**config.mk**
```make
export PLATFORM = sky130hd
export DESIGN_NAME = latency_scoreboard
export DESIGN_NICKNAME = d
export VERILOG_FILES = /design/src/rtl/lsb_pkg.sv /design/src/rtl/lsb_lat_table.sv /design/src/rtl/lsb_src_gate.sv /design/src/rtl/latency_scoreboard.sv
export SDC_FILE = /design/constraint.sdc
export NUM_CORES = 1
export LEC_CHECK = 0
export BUFFER_PORTS_ARGS = -buffer_cell sky130_fd_sc_hd__buf_4
export CORE_ASPECT_RATIO = 1.4
export CORE_MARGIN = 4
export CORE_UTILIZATION = 40
export DETAILED_ROUTE_END_ITERATION = 10
export PLACE_DENSITY = 0.66
export SYNTH_ARGS = -nofsm -noshare
export SYNTH_HDL_FRONTEND = slang
export SYNTH_HIERARCHICAL = 1
export SYNTH_SLANG_ARGS = --single-unit
export TNS_END_PERCENT = 50
```
**constraint.sdc**
```tcl
create_clock -name clk -period 2.7 [get_ports clk]
set_input_delay 0.135 -clock clk [delete_from_list [all_inputs] [get_ports clk]]
set_output_delay 0.135 -clock clk [all_outputs]
set_load 0.03 [all_outputs]
```
**src/rtl/lsb_pkg.sv**
```systemverilog
package lsb_pkg;
    localparam int unsigned LAT_ONE   = 1;
    localparam int unsigned LAT_LOAD  = 2;
    localparam int unsigned LAT_SLOAD = 3;
    localparam int unsigned LAT_CMOV  = 2;
    localparam int unsigned LAT_FPOP  = 4;
    localparam int unsigned LAT_FDIVS = 13;
    localparam int unsigned LAT_FDIVD = 23;
    localparam int unsigned LAT_MAX   = (LAT_FDIVD > LAT_FDIVS) ? LAT_FDIVD : LAT_FDIVS;
    localparam int unsigned CNT_W     = $clog2(LAT_MAX + 1);

    typedef enum logic [3:0] {
        P_IALU  = 4'd0,
        P_SHIFT = 4'd1,
        P_CMP   = 4'd2,
        P_FMOV  = 4'd3,
        P_FCMP  = 4'd4,
        P_LOAD  = 4'd5,
        P_SLOAD = 4'd6,
        P_CMOV  = 4'd7,
        P_FCMOV = 4'd8,
        P_FADD  = 4'd9,
        P_FMUL  = 4'd10,
        P_FDIVS = 4'd11,
        P_FDIVD = 4'd12
    } pcls_e;

    typedef enum logic [1:0] {
        U_GEN    = 2'd0,
        U_FPAR   = 2'd1,
        U_STORE  = 2'd2,
        U_BRANCH = 2'd3
    } ucls_e;

    typedef struct packed {
        logic [CNT_W-1:0] cnt;
        logic [3:0]       cls;
    } ent_t;
endpackage

```
**src/rtl/lsb_lat_table.sv**
```systemverilog
module lsb_lat_table
    import lsb_pkg::*;
(
    input  logic [3:0]       cls,
    output logic [CNT_W-1:0] lat
);
    always_comb begin
        case (cls)
            P_LOAD:          lat = CNT_W'(LAT_LOAD);
            P_SLOAD:         lat = CNT_W'(LAT_SLOAD);
            P_CMOV, P_FCMOV: lat = CNT_W'(LAT_CMOV);
            P_FADD, P_FMUL:  lat = CNT_W'(LAT_FPOP);
            P_FDIVS:         lat = CNT_W'(LAT_FDIVS);
            P_FDIVD:         lat = CNT_W'(LAT_FDIVD);
            default:         lat = CNT_W'(LAT_ONE);
        endcase
    end
endmodule

```
**src/rtl/lsb_src_gate.sv**
```systemverilog
module lsb_src_gate
    import lsb_pkg::*;
#(
    parameter int IDX_W = 5
) (
    input  logic [IDX_W-1:0] src,
    input  logic             is_data,
    input  logic [1:0]       use_cls,
    input  logic             iss_valid,
    input  logic [IDX_W-1:0] iss_dst,
    input  logic [3:0]       iss_cls,
    input  logic [CNT_W-1:0] iss_lat,
    input  logic [CNT_W-1:0] ent_cnt,
    input  logic [3:0]       ent_cls,
    output logic             rdy
);
    localparam logic [CNT_W-1:0] ONE = CNT_W'(1);

    logic             hit;
    logic [CNT_W-1:0] cnt_v;
    logic [3:0]       cls_v;
    logic             fp_src;
    logic             div_src;
    logic             data_byp;
    logic             br_byp;
    logic             fp_byp;

    always_comb begin
        // a producer dispatched this cycle precedes the consumer
        hit      = iss_valid && (iss_dst == src);
        cnt_v    = hit ? iss_lat : ent_cnt;
        cls_v    = hit ? iss_cls : ent_cls;
        div_src  = (cls_v == P_FDIVS) || (cls_v == P_FDIVD);
        fp_src   = (cls_v == P_FADD) || (cls_v == P_FMUL) || div_src;
        data_byp = is_data && !div_src;
        br_byp   = (use_cls == U_BRANCH) && (cls_v == P_CMP);
        fp_byp   = (use_cls == U_FPAR) && fp_src && (cnt_v == ONE);
        rdy      = (src == '0) || (cnt_v == '0) || data_byp || br_byp || fp_byp;
    end
endmodule

```
**src/rtl/latency_scoreboard.sv**
```systemverilog
module latency_scoreboard
    import lsb_pkg::*;
#(
    parameter  int NREGS = 32,
    localparam int IDX_W = $clog2(NREGS)
) (
    input  logic             clk,
    input  logic             rst_n,
    input  logic             iss_valid,
    input  logic [IDX_W-1:0] iss_dst,
    input  logic [3:0]       iss_cls,
    input  logic             use_valid,
    input  logic [1:0]       use_cls,
    input  logic [IDX_W-1:0] use_src_a,
    input  logic [IDX_W-1:0] use_src_b,
    input  logic             use_data_sel,
    output logic             stall,
    output logic             src_a_rdy,
    output logic             src_b_rdy,
    output logic [NREGS-1:0] reg_rdy
);
    localparam int               NSRC = 2;
    localparam logic [CNT_W-1:0] ONE  = CNT_W'(1);

    ent_t [NREGS-1:0]            tab_d, tab_q;
    logic [CNT_W-1:0]            iss_lat;
    logic [NSRC-1:0][IDX_W-1:0]  src_v;
    logic [NSRC-1:0]             src_rdy;

    lsb_lat_table i_lat (
        .cls (iss_cls),
        .lat (iss_lat)
    );

    always_comb begin
        tab_d = tab_q;
        for (int i = 0; i < NREGS; i++) begin
            if (tab_q[i].cnt != '0) tab_d[i].cnt = tab_q[i].cnt - ONE;
        end
        // newest producer replaces any older countdown
        if (iss_valid && (iss_dst != '0)) begin
            tab_d[iss_dst].cnt = iss_lat - ONE;
            tab_d[iss_dst].cls = iss_cls;
        end
    end

    always_ff @(posedge clk) begin
        if (!rst_n) tab_q <= '0;
        else        tab_q <= tab_d;
    end

    assign src_v = {use_src_b, use_src_a};

    for (genvar s = 0; s < NSRC; s++) begin : g_src
        logic data_s;
        assign data_s = (use_cls == U_STORE) && (use_data_sel == 1'(s));
        lsb_src_gate #(.IDX_W(IDX_W)) i_gate (
            .src       (src_v[s]),
            .is_data   (data_s),
            .use_cls   (use_cls),
            .iss_valid (iss_valid),
            .iss_dst   (iss_dst),
            .iss_cls   (iss_cls),
            .iss_lat   (iss_lat),
            .ent_cnt   (tab_q[src_v[s]].cnt),
            .ent_cls   (tab_q[src_v[s]].cls),
            .rdy       (src_rdy[s])
        );
    end

    for (genvar g = 0; g < NREGS; g++) begin : g_rdy
        if (g == 0) begin : g_zero
            assign reg_rdy[g] = 1'b1;
        end else begin : g_reg
            assign reg_rdy[g] = (tab_q[g].cnt == '0);
        end
    end

    assign src_a_rdy = src_rdy[0];
    assign src_b_rdy = src_rdy[1];
    assign stall     = use_valid && !(&src_rdy);
endmodule

```
==> results by group, run 1 <==
Clock network
  – Clk_lat worst skew: 0.58 ns
  – Htree depth: 1
  – CTS tree: built
  – Num CTS Buffers: 30
  – Clock slew at the register clock pins of the worst setup and hold paths: approximately 0.070 ns
  – Clock Tree Buf Depth: 3
  – Root Buffer: clkbuf_16
  – Clock sinks: 288

Global route
  – Gr usage total: around a quarter
  – Layer with the highest usage: met2
  – Vias in the first global route: ~16,000
  – First-pass GRT wire length: roughly 96,000 um
  – Met2 Usage GRT: between 40% and 50%
  – Largest net degree at the start of global routing: 71
  – Met3 Use GR: under 10%
  – GR Overflow Total: 0
  – Global routing usage on met1: 31.7%
  – Initial antenna violation count: 3

Worst setup path
  – Crit path DAT: 3.51 ns
  – Critical-path maximum fanout: 3
  – Startpoint types: flop
  – Cells on worst reg2reg path: 7
  – RR Startpoint: tab_q[59]
  – Worst EP required: 2.57 ns
  – R2R Setup Slk: 0.60 ns
  – Reg-to-Reg End: tab_q[59]
  – Worst Setup End Kind: output pin
  – Crit Path Category: reg2out

Routing
  – DR vias/cell: around 6
  – Initial drt markers: 1,772
  – Vias: around 17,000
  – Post-route ant nets: 0
  – Residual DRC: 0
  – WL per Instance: 22.4 um
  – Final wirelength: 62,900 um
  – Router iterations before antenna repair: 5

Synth
  – Net Count, Synth: 2,021
  – Cell taking the most area after synthesis: dfxtp_1
  – Synth top area share: a little under a third
  – Netlist cell types: 52
  – Syn Area/Cell: ~9 sq um
  – Prevailing post-synth register cell: dfxtp_1
  – Post-synth EDFFs: 0
  – Synth top area cells: dfxtp_1 32%, mux4_2 22%, nand2_1 6.6%
  – Ys Warns: 6
  – Asr flop ratio synth: 0%
  – Mapped Area: ~0.018 sq mm
  – Seq cells post-synth: 288
  – Post-Syn Instances: 1,962
  – Seq/Total Area, Yosys: 31.7%

Outcome
  – Failing checks: negative setup slack
  – Status: finished with violations

STA
  – Max Transition Viols Final: 0
  – Final setup viols: 3
  – Hold WS: 0.0785 ns
  – Period utilization: 135%
  – Headroom to the max-slew limit: 35.0%
  – Setup WS post-layout: -0.943 ns
  – Tmin final: 3.64 ns
  – F_max: 274 MHz
  – Final hold vios: 0
  – RSZ-0062 raised after global routing: true
  – Worst Clk Skew: 0.00986 ns
  – Worst-margin pin slew: roughly 1 ns

Die
  – Die Y: 260 um
  – Die W: 188 um
  – Total core area: 0.0450 sq mm
  – Full die area: 0.0490 sq mm
  – Row cnt: 92
  – Starting Density: 40.4%
  – Ports: 61

Worst hold path
  – Hold Path Stages: 4
  – HP Class: in2reg
  – Min-delay src: iss_cls[0]

Final layout
  – Nets@finish: 2,229
  – Ratio of cells with drive above 1 in the final layout: 28.9%
  – Design area: 0.0222 sq mm
  – Final Util: 49.3%
  – Fill cells: 4,097
  – Area Growth Syn to Fin: 22.0%

Flow run
  – Maxcap violations: 0

Pwr
  – Max rail drop VDD: 0.000551 V
  – Leakage: 0.00840 uW
  – PwrDens: approximately 960 mW/mm^2

Placed design
  – Buffers added on ports: 59
  – Post-DP Area: about 0.021 sq mm
  – Final HPWL DP: between 40,000 and 50,000 um
  – Placer Congestion: 0.973
## logic make-up (layout without fill, tap and decap cells)
| family | after synthesis | count (layout) | synth area share, % |
|---|---|---|---|
| adders and majority gates | 33 | 33 | 2.27 |
| DFF | 288 | 288 | 31.7 |
| xor gates and xnor gates | 78 | 78 | 3.75 |
| other | 1 | 2 | 0.0206 |
| AOI/OAI and AO/OA | 361 | 361 | 12.1 |
| and+or+nand+nor | 708 | 708 | 17.8 |
| muxes | 259 | 259 | 26.9 |
| buffers and inverters | 234 | 465 | 5.44 |
## Yosys cell counts, types with 7 or more instances
master and n:
buf_4 15, nand2_1 321, o21a_1 32, buf_2 21, nor2b_1 14, a211oi_1 80, o311a_1 9, nor3_1 40
or3_1 35, nand3_1 53, mux2i_1 33, nor2_1 168, mux4_2 180, xnor2_1 75, clkbuf_1 90, mux2_2 46
ha_1 33, a21oi_1 215, nand4_1 7, nor4b_1 30, inv_1 99, dfxtp_1 288
## placed cells by master (no fill, tap or decap), types with 33 or more instances in the layout
cell type and count:
buf_4 292, a211oi_1 80, nor2_1 168, nor3_1 40, inv_1 99, mux2i_1 33
nand3_1 53, xnor2_1 74, a21oi_1 213, nand2_1 321, ha_1 33, dfxtp_1 266
mux2_2 40, or3_1 35, mux4_2 180
## area by class of cell
type | count | area, sq um | area share [%]
multi-input cells | 1440 | 11600 | 52.4
repair buffers | 310 | 2520 | 11.4
inverters | 100 | 380 | 1.71
flip-flops and latches | 288 | 5800 | 26.1
clock buffers | 42 | 897 | 4.04
clock inverters | 13 | 206 | 0.930
well taps | 611 | 764 | 3.44
diodes | 1 | 2.50 | 0.0113
## worst max-delay path, stage by stage, from the launching register on
cell and delay, ns:
dfxtp_1 0.36, mux4_2 0.49, mux4_2 0.50, mux2_4 0.29
or3_1 0.38, nand4_1 0.10, a21oi_2 0.06, o32a_1 0.16
a211o_4 0.30, a21boi_4 0.16, buf_6 0.14
## through the flow
| step | setup TNS, ns | cells | power (uW) | worst slack, ns |
|---|---|---|---|---|
| floorplan | -0.573 | 1962 | 12700 | -0.310 |
| global placement | -1.67 | 2744 | 16100 | -0.617 |
| detailed placement | -1.73 | 2744 | 16500 | -0.633 |
| CTS | -2.61 | 2804 | 21200 | -0.928 |
| global route | -2.81 | 2804 | 22500 | -1.02 |
| finish | -2.60 | 2805 | 21200 | -0.943 |
## what timing repair did
action,CTS,global route
hold endpoints to repair,15,0
cloned,0,0
pin swaps,1,0
buffers inserted,4,0
endpoints found under the setup margin,4,3
resized for setup,27,5
hold buffers,1,0
## metal layers
layer | up-vias | share of wire, %
met2 | 782 | 47
met3 | 162 | 9.2
met4 | 4 | 4.3
met5 | - | 0.024
li1 | 7575 | -
met1 | 8240 | 39
## worst max path at each step
stage	startpoint	endpoint	slack, ns	cells after the start
3_3_place_gp	use_src_b[1]	stall	-0.62	12
6_report	flop	stall	-0.94	10
2_1_floorplan	use_src_b[1]	stall	-0.31	11
5_1_grt	flop	stall	-1.02	10
4_1_cts	flop	stall	-0.93	10
3_5_place_dp	use_src_b[1]	stall	-0.63	12
## where the power goes
group | switching (uW) | total (uW) | internal, uW
sequential | 1060 | 6120 | 5050
clock | 1850 | 4640 | 2790
combinational | 5100 | 10500 | 5380
total | 8010 | 21200 | 13200
Note: power is estimated with default switching activity, not from simulation.
==> inputs of run 2 (changes only) <==
--- a/config.mk
+++ b/config.mk
@@ -10,7 +10,6 @@
 export CORE_MARGIN = 4
 export CORE_UTILIZATION = 40
 export DETAILED_ROUTE_END_ITERATION = 10
-export PLACE_DENSITY = 0.66
 export SYNTH_ARGS = -nofsm -noshare
 export SYNTH_HDL_FRONTEND = slang
 export SYNTH_HIERARCHICAL = 1
==> constraint.sdc (replaced) <==
create_clock -name clk -period 2.92 [get_ports clk]
set_input_delay 0.146 -clock clk [delete_from_list [all_inputs] [get_ports clk]]
set_output_delay 0.146 -clock clk [all_outputs]
set_load 0.03 [all_outputs]
==> run 2 against run 1 <==
Against the previous run: the flow still finishes with violations (negative setup slack); critical path type unchanged; critical path depth stayed put; register-to-register slack better by 0.25 ns; first-iteration DRC count is 7.8% lower; final area is 2.0% lower; sequential share of layout area is 0.43 points higher; non-clock buffer count is 31 lower; utilization is 0.97 points lower.
==> results by group, run 2 (synthesis gave the netlist of run 1 again) <==
Outcome
  – Status: finished with violations (unchanged)
  – Failing checks: negative setup slack (unchanged)

Final layout
  – Ratio of cells with drive above 1 in the final layout: 26.8% (was 28.9%)
  – Nets@finish: 2,198 (was 2,229)
  – Multi-input logic area: 0.0116 sq mm (about the same)
  – FF+latch area: 0.00578 sq mm (was 0.00580 sq mm)
  – Area Growth Syn to Fin: 19.6% (was 22.0%)
  – Commonest cells after routing, fill and taps aside: 321 x nand2_1, 278 x dfxtp_1, 262 x buf_4, 214 x a21oi_1, 180 x mux4_2 (was 321 x nand2_1, 292 x buf_4, 266 x dfxtp_1, 213 x a21oi_1, 180 x mux4_2)
  – Fill cells: 4,205 (was 4,097)
  – Commonest non-fill, non-tap cell in the layout: nand2_1 (unchanged)

Worst setup path
  – Family with the most delay on the worst path: multiplexers (unchanged)
  – CP peak stage delay: 0.50 ns (about the same)
  – Crit Path Category: reg2out (unchanged)
  – Worst path bufs/invs: 1 (unchanged)
  – Crit path DAT: 3.48 ns (was 3.51 ns)
  – Worst Setup End Kind: output pin (unchanged)
  – R2R Setup Slk: 0.85 ns (was 0.60 ns)
  – Startpoint types: flop (unchanged)
  – Critical-path maximum fanout: 3 (unchanged)
  – Crit path top cell by count: mux4_2 (unchanged)
  – CP Cell Sequence: mux4_2 -> mux4_2 -> mux2_4 -> or3_1 -> nand4_1 -> a21oi_1 -> o32a_1 -> a211o_4 -> a21boi_4 -> buf_6 (was mux4_2 -> mux4_2 -> mux2_4 -> or3_1 -> nand4_1 -> a21oi_2 -> o32a_1 -> a211o_4 -> a21boi_4 -> buf_6)
  – Worst EP required: 2.77 ns (was 2.57 ns)
  – Crit-path slowest cell: mux4_2 (unchanged)

Routing
  – DR vias/cell: 5.90 (was 5.98)
  – Vias: 16,400 (was 16,800)
  – Post-route ant nets: 0 (unchanged)
  – Initial drt markers: 1,633 (was 1,772)
  – Router iterations before antenna repair: 6 (was 5)
  – WL per Instance: 22.7 um (was 22.4 um)
  – Residual DRC: 0 (unchanged)
  – Final wirelength: 63,100 um (was 62,900 um)

Clock network
  – Clock slew at the register clock pins of the worst setup and hold paths: 0.07 ns (about the same)
  – Clock sinks: 288 (unchanged)
  – Htree depth: 1 (unchanged)
  – CTS tree: built (unchanged)
  – Setup bufs post-CTS: 0 (was 4)
  – Clock Tree Buf Depth: 3 (unchanged)
  – Num CTS Buffers: 30 (unchanged)
  – Clk_lat worst skew: 0.57 ns (was 0.58 ns)
  – Root Buffer: clkbuf_16 (unchanged)

Global route
  – GR Overflow Total: 0 (unchanged)
  – First-pass GRT wire length: 96,500 um (was 96,100 um)
  – Vias in the first global route: 16,000 (was 16,200)
  – Gr usage total: 25.1% (was 24.9%)
  – Largest net degree at the start of global routing: 74 (was 71)
  – Initial antenna violation count: 2 (was 3)

STA
  – Max Transition Viols Final: 0 (unchanged)
  – RSZ-0062 raised after global routing: true (unchanged)
  – Tmin final: approximately 3.6 ns
  – Worst Clk Skew: 0.00700 ns (was 0.00986 ns)
  – F_max: 276 MHz
  – Hold WS: 0.0989 ns (was 0.0785 ns)
  – Final setup viols: 3 (unchanged)
  – Setup WS post-layout: -0.703 ns (was -0.943 ns)
  – Final hold vios: 0 (unchanged)
  – Period utilization: 124%
  – Worst-margin pin slew: 0.974 ns (was 0.972 ns)
  – TNS Setup: -2.06 ns (was -2.60 ns)
  – Headroom to the max-slew limit: 34.8% (was 35.0%)

Placed design
  – Placer Congestion: 0.957 (was 0.973)
  – Final HPWL DP: 46,200 um (was 46,500 um)
  – Buffers added on ports: 59 (unchanged)

Die
  – Ports: 61 (unchanged)
  – Total core area: 0.0450 sq mm (unchanged)
  – Row cnt: 92 (unchanged)
  – Die Y: 260 um (unchanged)
  – Full die area: 0.0490 sq mm (unchanged)
  – Starting Density: 40.4% (unchanged)
  – Die W: 188 um (unchanged)

Pwr
  – PwrDens: 873 mW/mm^2 (was 957 mW/mm^2)
  – Leakage: 0.00814 uW (was 0.00840 uW)
  – Max rail drop VDD: 0.000415 V (was 0.000551 V)

Worst hold path
  – HP Class: in2reg (unchanged)

Flow run
  – Maxcap violations: 0 (unchanged)
run 2: cell types whose count changed in the layout (fill, tap and decap cells not counted), moves of 4 or more:
cell	previous run	this run
nor4b_2	7	1
dfxtp_1	266	278
buf_4	292	262
clkinv_2	4	8
nor4b_1	24	30
dfxtp_2	20	10
run 2: final timing paths:
check / from / to / cells after the start
setup / recovery: flop / stall / 10
hold / removal: rst_n / tab_q[211] / 3
setup reg to reg: tab_q[266] / tab_q[266] / 7
hold reg to reg: flop / flop / 2
run 2: worst reg2reg max path, stage by stage, from the launching register on:
cell and delay (ns):
dfxtp_1 0.35, buf_4 0.15, inv_1 0.05, ha_1 0.22, nor4b_1 0.79, nor2_1 0.10
a211oi_1 0.21, a211oi_1 0.07
run 2: area by class of cell:
cell class / count / area share [%]
clock buffer: 39 / 3.93
clock inverter: 15 / 0.655
antenna: 2 / 0.0230
sequential: 288 / 26.5
tap: 611 / 3.51
multi-input combinational: 1440 / 53.2
inverter: 100 / 1.75
timing repair buffer: 279 / 10.4
run 2: repair_timing:
item / 4_1_cts / 5_1_grt
gates resized for setup: 8 / 4
setup endpoints to repair: 3 / 3
endpoints found under the hold margin: 12 / 0
hold buffers: 3 / 0
run 2: per-layer routing:
metal	GRT usage [%]	share of wire [%]
met5	0	0.021
met2	43.2	48
met4	7.59	3.3
met3	3.55	7.9
met1	33.1	40
run 2: where the power goes:
part / internal [uW] / switching (uW)
logic: 4830 / 4610
registers: 4660 / 945
clock network: 2240 / 1700
run 2: through the flow:
stage / util, % / cells / area (sq um) / power [uW] / setup slack (ns)
after detailed placement: 46.0 / 2715 / 20700 / 15000 / -0.440
after CTS: 48.3 / 2772 / 21800 / 19100 / -0.716
after global placement: 46.0 / 2715 / 20700 / 14800 / -0.418
after global routing: 48.3 / 2772 / 21800 / 20100 / -0.783
after floorplan: - / 1962 / 18500 / 11700 / -0.112
final: 48.4 / 2774 / 21800 / 19000 / -0.703
